**config.mk**
```make
export PLATFORM = sky130hd
export DESIGN_NAME = rx_fifo_stat
export DESIGN_NICKNAME = d
export VERILOG_FILES = /design/src/rtl/rx_fifo_pkg.sv /design/src/rtl/rx_fifo_mem.sv /design/src/rtl/rx_hold_reg.sv /design/src/rtl/rx_stat_acc.sv /design/src/rtl/rx_fifo_stat.sv
export SDC_FILE = /design/constraint.sdc
export NUM_CORES = 1
export LEC_CHECK = 0
export BUFFER_PORTS_ARGS = -buffer_cell sky130_fd_sc_hd__buf_4
export CORE_ASPECT_RATIO = 0.8
export CORE_MARGIN = 2
export CORE_UTILIZATION = 60
export CTS_BUF_LIST = sky130_fd_sc_hd__clkbuf_4
export DETAILED_ROUTE_END_ITERATION = 16
export GPL_TIMING_DRIVEN = 0
export PLACE_DENSITY = 0.79
export SYNTH_ARGS = -nofsm -noshare
export SYNTH_HDL_FRONTEND = slang
export SYNTH_SLANG_ARGS = --single-unit
```
**constraint.sdc**
```tcl
create_clock -name clk_i -period 4.3 [get_ports clk_i]
set_input_delay 0.215 -clock clk_i [delete_from_list [all_inputs] [get_ports clk_i]]
set_output_delay 0.215 -clock clk_i [all_outputs]
set_load 0.01 [all_outputs]
```
**src/rtl/rx_fifo_pkg.sv**
```systemverilog
package rx_fifo_pkg;
  localparam int unsigned DATA_W = 8;
  localparam int unsigned FLAG_W = 3;  // {brk, fe, pe}

  typedef struct packed {
    logic [FLAG_W-1:0] flags;
    logic [DATA_W-1:0] data;
  } rx_entry_t;
endpackage

```
**src/rtl/rx_fifo_mem.sv**
```systemverilog
module rx_fifo_mem
  import rx_fifo_pkg::*;
#(
  parameter int unsigned DEPTH = 8,
  localparam int unsigned PTR_W = (DEPTH > 1) ? $clog2(DEPTH) : 1,
  localparam int unsigned CNT_W = $clog2(DEPTH + 1)
) (
  input  logic             clk_i,
  input  logic             rst_ni,
  input  logic             wr_i,
  input  rx_entry_t        wr_entry_i,
  input  logic             rd_i,
  output rx_entry_t        head_o,
  output logic [CNT_W-1:0] cnt_o
);
  rx_entry_t        mem_q [DEPTH];
  logic [PTR_W-1:0] rd_ptr_q, wr_ptr_q;
  logic [CNT_W-1:0] cnt_q;

  function automatic logic [PTR_W-1:0] nxt(input logic [PTR_W-1:0] p);
    return (p == PTR_W'(DEPTH - 1)) ? '0 : p + 1'b1;
  endfunction

  always_ff @(posedge clk_i or negedge rst_ni) begin
    if (!rst_ni) begin
      rd_ptr_q <= '0;
      wr_ptr_q <= '0;
      cnt_q    <= '0;
    end else begin
      if (wr_i) wr_ptr_q <= nxt(wr_ptr_q);
      if (rd_i) rd_ptr_q <= nxt(rd_ptr_q);
      cnt_q <= cnt_q + CNT_W'(wr_i) - CNT_W'(rd_i);
    end
  end

  for (genvar i = 0; i < DEPTH; i++) begin : g_slot
    always_ff @(posedge clk_i or negedge rst_ni) begin
      if (!rst_ni) mem_q[i] <= '0;
      else if (wr_i && wr_ptr_q == PTR_W'(i)) mem_q[i] <= wr_entry_i;
    end
  end

  assign head_o = mem_q[rd_ptr_q];
  assign cnt_o  = cnt_q;
endmodule

```
**src/rtl/rx_hold_reg.sv**
```systemverilog
module rx_hold_reg
  import rx_fifo_pkg::*;
(
  input  logic      clk_i,
  input  logic      rst_ni,
  input  logic      load_i,
  input  logic      drain_i,
  input  rx_entry_t entry_i,
  output rx_entry_t entry_o,
  output logic      vld_o
);
  rx_entry_t ent_q;
  logic      vld_q;

  always_ff @(posedge clk_i or negedge rst_ni) begin
    if (!rst_ni) begin
      ent_q <= '0;
      vld_q <= 1'b0;
    end else begin
      if (load_i) begin
        ent_q <= entry_i;
        vld_q <= 1'b1;
      end else if (drain_i) begin
        vld_q <= 1'b0;
      end
    end
  end

  assign entry_o = ent_q;
  assign vld_o   = vld_q;
endmodule

```
**src/rtl/rx_stat_acc.sv**
```systemverilog
module rx_stat_acc
  import rx_fifo_pkg::*;
(
  input  logic              clk_i,
  input  logic              rst_ni,
  input  logic              clr_i,
  input  logic              wr_i,
  input  logic [FLAG_W-1:0] wr_flags_i,
  input  logic              ovr_set_i,
  output logic [FLAG_W-1:0] sticky_o,
  output logic              ovr_o
);
  logic [FLAG_W-1:0] sticky_q;
  logic              ovr_q;

  // set wins over a same-cycle clear
  for (genvar i = 0; i < FLAG_W; i++) begin : g_bit
    always_ff @(posedge clk_i or negedge rst_ni) begin
      if (!rst_ni) sticky_q[i] <= 1'b0;
      else sticky_q[i] <= (sticky_q[i] & ~clr_i) | (wr_i & wr_flags_i[i]);
    end
  end

  always_ff @(posedge clk_i or negedge rst_ni) begin
    if (!rst_ni) ovr_q <= 1'b0;
    else ovr_q <= (ovr_q & ~clr_i) | ovr_set_i;
  end

  assign sticky_o = sticky_q;
  assign ovr_o    = ovr_q;
endmodule

```
**src/rtl/rx_fifo_stat.sv**
```systemverilog
module rx_fifo_stat
  import rx_fifo_pkg::*;
#(
  parameter int unsigned DEPTH = 8,
  localparam int unsigned CNT_W = $clog2(DEPTH + 1)
) (
  input  logic              clk_i,
  input  logic              rst_ni,
  input  logic              push_i,
  input  logic [DATA_W-1:0] push_data_i,
  input  logic              push_brk_i,
  input  logic              push_fe_i,
  input  logic              push_pe_i,
  input  logic              pop_i,
  input  logic              blk_mode_i,
  input  logic              stat_clr_i,
  input  logic              rts_en_i,
  output logic [DATA_W-1:0] head_data_o,
  output logic              brk_o,
  output logic              fe_o,
  output logic              pe_o,
  output logic              ovr_o,
  output logic              rdy_o,
  output logic              full_o,
  output logic [CNT_W-1:0]  count_o,
  output logic              rts_o
);
  rx_entry_t         in_ent, head_ent, hold_ent, wr_ent;
  logic [CNT_W-1:0]  cnt;
  logic              empty, full, pop_eff, hold_vld, hold_in;
  logic              fifo_wr, hold_load, ovr_set;
  logic [FLAG_W-1:0] sticky, head_flags;

  assign in_ent  = '{flags: {push_brk_i, push_fe_i, push_pe_i}, data: push_data_i};
  assign empty   = (cnt == '0);
  assign full    = (cnt == CNT_W'(DEPTH));
  assign pop_eff = pop_i & ~empty;
  assign hold_in = pop_eff & hold_vld;

  // held char has priority for the slot freed by a pop
  assign fifo_wr   = hold_in | (push_i & (~full | pop_eff));
  assign wr_ent    = hold_in ? hold_ent : in_ent;
  assign hold_load = push_i & ((full & ~pop_eff) | hold_in);
  assign ovr_set   = push_i & full & ~pop_eff & hold_vld;

  rx_fifo_mem #(.DEPTH(DEPTH)) u_mem (
    .clk_i      (clk_i),
    .rst_ni     (rst_ni),
    .wr_i       (fifo_wr),
    .wr_entry_i (wr_ent),
    .rd_i       (pop_eff),
    .head_o     (head_ent),
    .cnt_o      (cnt)
  );

  rx_hold_reg u_hold (
    .clk_i   (clk_i),
    .rst_ni  (rst_ni),
    .load_i  (hold_load),
    .drain_i (hold_in),
    .entry_i (in_ent),
    .entry_o (hold_ent),
    .vld_o   (hold_vld)
  );

  rx_stat_acc u_stat (
    .clk_i      (clk_i),
    .rst_ni     (rst_ni),
    .clr_i      (stat_clr_i),
    .wr_i       (fifo_wr),
    .wr_flags_i (wr_ent.flags),
    .ovr_set_i  (ovr_set),
    .sticky_o   (sticky),
    .ovr_o      (ovr_o)
  );

  assign head_flags = empty ? '0 : head_ent.flags;

  always_comb begin
    if (blk_mode_i) {brk_o, fe_o, pe_o} = sticky;
    else            {brk_o, fe_o, pe_o} = head_flags;
  end

  assign head_data_o = head_ent.data;
  assign count_o     = cnt;
  assign rdy_o       = ~empty;
  assign full_o      = full;
  assign rts_o       = ~(rts_en_i & full);
endmodule

```
==> results.ini, run 1 <==
[route]
wl_met3_um=535
antenna_left=0
drc=0
first_iter_violations=174
vias=3253
dr.pass1.iters=4
wl_met1_mm=5.413
wl_met2_mm=5.585
totalWireLength_mm=11.63
viasPerCell=5.851
wl_per_cell_um=20.91
top_layer_used=met4

[setup_path]
critPathKind=reg -> out
crit_fanout=10
critical_path_required_ps=4090
cp.arrival_ps=2780
crit_path_end_kind=output pin
max_stage_delay_ps=690
crit_slowest_cell=clkbuf_1
crit_top_cell=clkbuf_1
start_kind=flop
crit_chain=clkbuf_1, clkbuf_1, mux4_2, mux2_2, buf_4

[finish]
antennaDiodeCount=0
final_core_util_pct=70.33
drive_above_1_share_pct=49.89
nets=460
areaGrowthSynthToFinish_pct=14.64
fin_cells=556

[clocking]
cts_buffer_depth=2
cts_setup_buffers=0
clk_latency_ps=520
cts_sinks=114
cts_buffers=17
cts_root_buffer=clkbuf_4
cts.clk_slew.worst_paths_ps=110
cts_max_level=4
cts_tree=built

[grt]
grt_pass1_vias=3533
grt_overflow=0
antenna_found_initial=0
grt_max_degree=115
grt_pass1_wl_mm=19.04
grt.total_usage_pct=25.33

[sta]
maxSlewHeadroom_pct=39.53
fmax_mhz=334.1
rsz0062_at_grt=no
setup_tns_ps=0
setup_viol=0
min_period_over_period_pct=69.62
min_period_ps=2994
drv_slew=0
worst_pin_slew_ps=907.0
clock_skew_ps=21.39
hold_viol=0

[floorplanning]
die_w_um=111.2
pin_count=37
die-area_um2=9988
rows=31
fp.dieH_um=89.79
start_util_pct=61.35
core_region_area_um2=8999

[pwr]
leakagePower_uw=0.002872
p_per_area_nw_per_um2=753.5
ir_worst_vdd_mv=0.3955

[job]
drv_cap=0

[yosys]
synth_cells=359
yosys_most_used_dff=dfrtp_1
ys_types=39
syn_area_um2=5520
ys_async_sr_fraction_pct=100.0
yosysWarningCount=0
synth_edf_count=0
syn_nets=391
synth-seq-cells=114
yosysSeqAreaShare_pct=51.68
avgSynthCellArea_um2=15.38

[run_status]
status=complete, no violations

[placement]
gp_congestion=0.7647
io_buffers=36
hpwl_mm=7.387
dp_cells=510

[hold_path]
hold_path_class=in -> reg

## synth_stat cells (2+ instances only)
cell        n  share of area (%)
clkbuf_1    4               0.27
o21ai_0     6               0.54
a32o_1      4               0.73
mux2_1      3               0.61
and4_1      2               0.32
inv_1      13               0.88
mux2_2     87                 18
a21oi_1     2               0.18
dfrtp_1   114                 52
mux4_2     21                8.6
nor2_1      3               0.20
mux2i_1     3               0.54
a21o_1      2               0.27
ha_1       13                2.9
nand4_1     3               0.34
and3_1      2               0.23
o31ai_1     2               0.27
nand2b_1    3               0.34
mux2_4     30                8.2
buf_6       3               0.61
nand2_1    10               0.68
buf_2      12                1.1
## cell usage in the layout, fill, tap and decap left out, drive strengths merged, types with 2 or more instances in the layout
| cell | n |
|---|---|
| a21o | 2 |
| a21oi | 2 |
| a32o | 4 |
| and3 | 2 |
| and4 | 3 |
| buf | 53 |
| clkbuf | 26 |
| clkinv | 9 |
| dfrtp | 114 |
| dlygate4sd3 | 13 |
| ha | 13 |
| inv | 13 |
| mux2 | 120 |
| mux2i | 3 |
| mux4 | 21 |
| nand2 | 10 |
| nand2b | 3 |
| nand4 | 3 |
| nor2 | 3 |
| nor3b | 2 |
| o21ai | 7 |
| o31ai | 2 |
## final timing paths
check,cells past startpoint,slack [ps],to,from
max,5,1310,head_data_o[1],u_mem.rd_ptr_q[1]
min,3,80,u_stat.sticky_o[1],stat_clr_i
min reg2reg,1,500,u_mem.mem_q[30],u_mem.mem_q[30]
min in group asynchronous,2,160,u_hold.entry_o[3],rst_ni
max in group asynchronous,3,3440,u_mem.mem_q[22],rst_ni
max reg2reg,11,1760,u_mem.cnt_o[2],u_mem.cnt_o[2]
## cells by family after synthesis
| group | synth area share (%) |
|---|---|
| multiplexers | 35.63 |
| flip-flops | 51.68 |
| buffers and inverters | 2.992 |
| AND/OR/NAND/NOR | 3.287 |
| AO/OA/AOI/OAI | 2.788 |
| adder cells (fa/ha/maj) | 3.309 |
| XOR/XNOR | 0.3174 |
## sequential cells by signal, indices dropped and copies added, names as in the netlist
register,flops
u_stat.ovr_o,1
u_mem.rd_ptr_q,3
u_mem.cnt_o,4
u_hold.entry_o,11
u_mem.wr_ptr_q,3
u_stat.sticky_o,3
u_hold.vld_o,1
u_mem.mem_q,88
## critical path, delay by kind of cell, from the launching register on
| family | cells | cell delay (ps) |
|---|---|---|
| flip-flops | 1 | 380 |
| buffers and inverters | 3 | 1190 |
| multiplexers | 2 | 700 |
## final cells by class
cell class	instances	area (µm²)
multi-input combinational	212	2502
inverter	13	48.80
buffer	20	116.4
timing repair buffer	50	431.7
sequential	114	2853
clock buffer	22	165.2
tap	115	143.9
fill	607	2670
clock inverter	10	67.56
## layer usage
metal,GRT usage (%),vias to the layer above
li1,-,1468
met1,36.25,1709
met2,38.26,68
met3,7.350,8
met4,7.407,0
met5,0,-
## through the flow
stage,total power [µW],hold WS (ps),area [µm²],worst slack (ps)
4_1_cts,4797,32.67,6287,1289
3_5_place_dp,4097,459.8,5934,1850
3_3_place_gp,3977,457.1,5934,1900
6_report,4768,83.39,6329,1306
2_1_floorplan,3436,-80.59,5520,2148
5_1_grt,5086,41.35,6329,1189
## power breakdown
group / internal (µW) / switching (µW)
Sequential: 1600 / 298
Combinational: 1300 / 889
Clock: 304 / 378
Total: 3200 / 1560
## timing repair
item | CTS | global route
gates resized for setup | 0 | 0
hold buffers | 12 | 1
endpoints found under the hold margin | 12 | 42
Power figures use the tool's default switching activity.
==> run 2: changes to the inputs <==
Settings changed: CORE_UTILIZATION 60 to 57.
Clock period 4.3 ns to 2.5 ns, I/O delays scaled along.
==> run 2 against run 1 <==
  * Clock skew down 6.1 ps
  * Die area rose by 5.0%
  * Sequential cell count stayed put
  * First-iteration DRC count up 13%
  * Worst setup slack lost 1200 ps
  * Largest power group unchanged
==> results.ini, run 2 (same netlist as run 1, synthesis figures left out) <==
[pwr]
p_per_area_nw_per_um2=1333
ir_worst_vdd_mv=0.8248
leakagePower_uw=0.002955

[grt]
grt_max_degree=115
grt_overflow=0
grt.total_usage_pct=24.46
grt_pass1_wl_mm=18.98
grt_pass1_vias=3496
antenna_found_initial=0

[finish]
largest-register=u_mem.mem_q
fin_cells=564
final_cell_area_um2=6510
final_common_cell=dfrtp_1
fillerInstances=687
layout_common_cells=114 x dfrtp_1, 87 x mux2_2, 41 x buf_4
drive_above_1_share_pct=51.46
antennaDiodeCount=0
largest_reg_flops=88
areaGrowthSynthToFinish_pct=17.93
nets=464

[sta]
fmax_mhz=420.6
min_period_ps=2378
drv_slew=0
setup_viol=0
maxSlewHeadroom_pct=69.73
setup_tns_ps=0
hold_viol=0
min_period_over_period_pct=95.11
worst_pin_slew_ps=454.1
clock_skew_ps=15.31

[setup_path]
start_kind=flop
max_stage_delay_ps=410
crit_chain=clkbuf_1, clkbuf_2, mux2i_1, o31ai_1, buf_4
crit_path_end_kind=output pin
cp.arrival_ps=2250
critical_path_required_ps=2380
crit_slowest_cell=clkbuf_2
critPathKind=reg -> out
crit_fanout=10

[route]
wl_per_cell_um=20.59
drc=0
antenna_left=0
viasPerCell=5.832
first_iter_violations=197
totalWireLength_mm=11.61
dr.pass1.iters=4
vias=3289

[clocking]
cts_buffers=17
cts_sinks=114
cts_root_buffer=clkbuf_4
cts_max_level=4
cts_buffer_depth=2
clk_latency_ps=520
cts.clk_slew.worst_paths_ps=100
cts_tree=built

[placement]
io_buffers=36
hpwl_mm=7.120
dp_cells=514
gp_congestion=0.8019
placed_area_um2=5939

[floorplanning]
die-area_um2=10490
die_w_um=114.0
start_util_pct=57.93
core_region_area_um2=9529
pin_count=37
rows=32
fp.dieH_um=92.02

[run_status]
status=complete, no violations

[job]
drv_cap=0

[hold_path]
hold_path_class=in -> reg

run 2: power by group:
part | internal, µW | leakage, µW | total, µW | switching (µW)
registers | 2750 | 0.00138 | 3280 | 529
clock network | 885 | 0.000176 | 1580 | 695
logic | 2290 | 0.00140 | 3810 | 1520
total | 5930 | 0.00296 | 8680 | 2750
run 2: per-stage QoR:
step / worst slack, ps / hold slack [ps] / total power, µW / utilization, %
2_1_floorplan: 347.8 / -170.6 / 5910 / -
5_1_grt: -21.97 / 93.20 / 9202 / 68.32
3_3_place_gp: 133.6 / 365.8 / 6829 / 62.33
4_1_cts: 43.78 / 23.61 / 8671 / 67.58
6_report: 122.3 / 73.63 / 8675 / 68.32
3_5_place_dp: 87.65 / 370.6 / 7020 / 62.33
run 2: worst paths after layout:
kind                                          end              start  slack (ps)  cells past startpoint
max in group asynchronous         u_mem.mem_q[66]             rst_ni        1230                      4
min in group asynchronous         u_mem.mem_q[39]             rst_ni         550                      3
worst min register to register    u_mem.mem_q[30]    u_mem.mem_q[30]         500                      1
worst max-delay path                         fe_o  u_mem.rd_ptr_q[2]         120                      5
worst min-delay path            u_mem.wr_ptr_q[2]              pop_i          70                      4
worst max register to register    u_mem.mem_q[75]     u_mem.cnt_o[2]         140                      8
run 2: worst max-delay path, delay by kind of cell, from the launching register on:
| kind | cells | cell delay (ps) |
|---|---|---|
| flip-flops | 1 | 360 |
| buffers and inverters | 3 | 890 |
| multiplexers | 1 | 180 |
| AO/OA/AOI/OAI | 1 | 310 |
run 2: layout make-up:
| class | instances | area, µm² | share of cell area (%) |
|---|---|---|---|
| clock inverter | 14 | 192.7 | 2.960 |
| multi-input combinational | 212 | 2514 | 38.61 |
| sequential | 114 | 2853 | 43.82 |
| timing repair buffer | 55 | 476.7 | 7.323 |
| clock buffer | 18 | 135.1 | 2.076 |
| buffer | 19 | 141.4 | 2.172 |
| tap | 119 | 148.9 | 2.287 |
| inverter | 13 | 48.80 | 0.7496 |
run 2: metal layers:
layer	track usage [%]	vias to the layer above	routed length, µm
met5	0	-	0
met4	8.435	0	97
met3	6.213	11	396
met2	35.62	58	5504
met1	35.99	1743	5613
li1	-	1477	-
run 2: timing repair:
action	in CTS	in global routing
hold buffers	15	1
resized for setup	9	6
setup buffers	0	2
setup endpoints to repair	9	32
endpoints found under the hold margin	131	15
==> run 3: changes to the inputs <==
Settings changed: SYNTH_HIERARCHICAL set to 1.
==> run 3 against run 2 <==
  * Design area about the same
  * Register-to-register slack got worse by 100 ps
  * Sequential cell count unchanged
  * Largest power group unchanged
  * First-iteration DRC count is 4.6% lower
  * Sequential power about the same
  * Synthesized cell count increased by 4.5%
  * Core utilization grew 2.5 points
  * Clock power fell by 13%
  * Cell count grew 3.4%
  * Non-clock buffer count rose by 6
  * Hold slack improved by 12 ps
  * Sequential share of layout area barely moved
==> results.ini, run 3 <==
[yosys]
avgSynthCellArea_um2=14.60
yosys.area.top_type=dfrtp_1
yosys_most_used_dff=dfrtp_1
synth_common_cells=114 x dfrtp_1, 95 x mux2_2, 47 x nand2_1, 19 x mux4_2, 17 x mux2_4
ys_async_sr_fraction_pct=100.0
synth_cells=375
synth_top_area_share_pct=52.09
yosysSeqAreaShare_pct=52.09
synth_edf_count=0
ys_types=32
yosysWarningCount=6
yosysMostFrequentCell=dfrtp_1
synth-seq-cells=114
synth_area_leaders=dfrtp_1 52%, mux2_2 20%, mux4_2 7.8%
syn_nets=406
syn_area_um2=5477

[sta]
worst_pin_slew_ps=374.4
min_period_ps=2464
fmax_mhz=405.8
min_period_over_period_pct=98.57
clock_skew_ps=24.19
setup_viol=0
drv_slew=0
maxSlewHeadroom_pct=75.04
hold_viol=0
setup_tns_ps=0
final.setup.worst_slack_ps=35.68

[finish]
largest-register=u_mem/mem_q
areaGrowthSynthToFinish_pct=18.94
drive_above_1_share_pct=51.92
final_core_util_pct=70.86
nets=486
largest_reg_flops=88
antennaDiodeCount=0
final_common_cell=dfrtp_1
layout_common_cells=112 x dfrtp_1, 95 x mux2_2, 44 x nand2_1, 44 x buf_4, 19 x mux4_2

[setup_path]
start_kind=flop
cp.arrival_ps=2890
crit_fanout=6
crit_path_end_kind=flop
critPathKind=reg -> reg
critical_path_required_ps=2930

[run_status]
status=complete, no violations

[floorplanning]
die-area_um2=10410
rows=31
core_region_area_um2=9193
pin_count=37
die_w_um=113.6
fp.dieH_um=91.67
start_util_pct=59.58

[pwr]
p_sw_uw=2899
seqPwrFrac_pct=37.6
intPower_uw=5779
p_per_area_nw_per_um2=1332
clockPowerShare_pct=15.7
sw_frac_of_total_pct=33.41
ir_worst_vdd_mv=0.6693
leakagePower_uw=0.003044
power_uw=8678
combPwrFrac_pct=46.7

[route]
vias=3306
dr.pass1.iters=4
first_iter_violations=188
wl_per_cell_um=19.36
drc=0
antenna_left=0
totalWireLength_mm=11.29
viasPerCell=5.671

[grt]
grt_pass1_vias=3483
grt.total_usage_pct=23.19
grt_pass1_wl_mm=17.99
antenna_found_initial=0
grt_overflow=0
grt_max_degree=115

[clocking]
cts_max_level=4
cts_tree=built
cts_buffers=17
clk_latency_ps=510
cts_root_buffer=clkbuf_4
cts_sinks=114
cts.clk_slew.worst_paths_ps=120
cts_buffer_depth=2

[placement]
hpwl_mm=7.069
place_ws_ps=-250.9
io_buffers=36
gp_congestion=0.7381

[hold_path]
hold_path_class=in -> async

[job]
drv_cap=0

## run 3: worst paths after layout
kind                                       from                end  slack [ps]  cells after the start
worst max-delay path             u_mem/cnt_o[0]     u_mem/cnt_o[1]          40                      8
max in group asynchronous                rst_ni     u_mem/cnt_o[2]        1750                      3
worst min-delay path                     rst_ni    u_mem/mem_q[52]          90                      2
worst max register to register   u_mem/cnt_o[0]     u_mem/cnt_o[1]          40                      8
min in group clk_i                       push_i  u_hold/entry_o[8]         110                      3
worst min register to register  u_mem/mem_q[67]    u_mem/mem_q[67]         500                      1
## run 3: power groups by stage
| stage | Clock (µW) | Sequential [µW] | Combinational [µW] |
|---|---|---|---|
| detailed placement | 0 | 3290 | 3850 |
| finish | 1370 | 3260 | 4050 |
| global route | 1500 | 3350 | 4390 |
| global placement | 0 | 3230 | 3710 |
| CTS | 1400 | 3240 | 3980 |
| floorplan | 0 | 3140 | 2860 |
## run 3: cell type report
cell class | count | area, µm²
Inverter | 15 | 61.31
Tap cell | 115 | 143.9
Sequential cell | 114 | 2855
Clock inverter | 14 | 145.1
Buffer | 18 | 188.9
Multi-Input combinational cell | 227 | 2450
Clock buffer | 18 | 135.1
Fill cell | 595 | 2679
Timing Repair Buffer | 62 | 534.3
## run 3: kinds of logic (layout without fill, tap and decap cells)
logic type               count (synthesis)  in the layout  synth area share, %
AND/OR/NAND/NOR                         61             61                5.004
multiplexers                           134            134                33.45
adder cells (fa/ha/maj)                 13             13                3.107
AO/OA/AOI/OAI                           16             16                1.896
buffers and inverters                   34            127                3.975
XOR/XNOR                                 3              3               0.4799
flip-flops                             114            114                52.09
## run 3: layer usage
| metal | part of all wire (%) | wire, µm | up-vias | GRT usage [%] |
|---|---|---|---|---|
| met5 | 0 | 0 | - | 0 |
| met4 | 0.96 | 108 | 0 | 7.825 |
| li1 | - | - | 1513 | - |
| met3 | 5.2 | 587 | 11 | 6.015 |
| met2 | 49 | 5520 | 79 | 35.63 |
| met1 | 45 | 5069 | 1703 | 32.56 |
## run 3: stage by stage
stage | cells | instance area, µm² | hold WS (ps)
after floorplan | 375 | 5483 | -170.6
final | 583 | 6514 | 85.56
after global placement | 526 | 5897 | 368.6
after global routing | 583 | 6514 | 58.43
after CTS | 576 | 6395 | 80.06
after detailed placement | 526 | 5897 | 368.3
## run 3: what timing repair did
item	CTS	global route
gates resized for setup	15	22
cloned	0	5
pin swaps	0	3
hold buffers	15	0
endpoints found under the hold margin	108	0
setup buffers	3	2
endpoints found under the setup margin	83	82
## run 3: worst max-delay path: stages, from the launching register on
cell     delay, ps
dfrtp_1        420
or4_4          600
and2_4         210
ha_1           290
inv_1           60
ha_2           180
inv_1           60
fa_2           510
inv_1           40
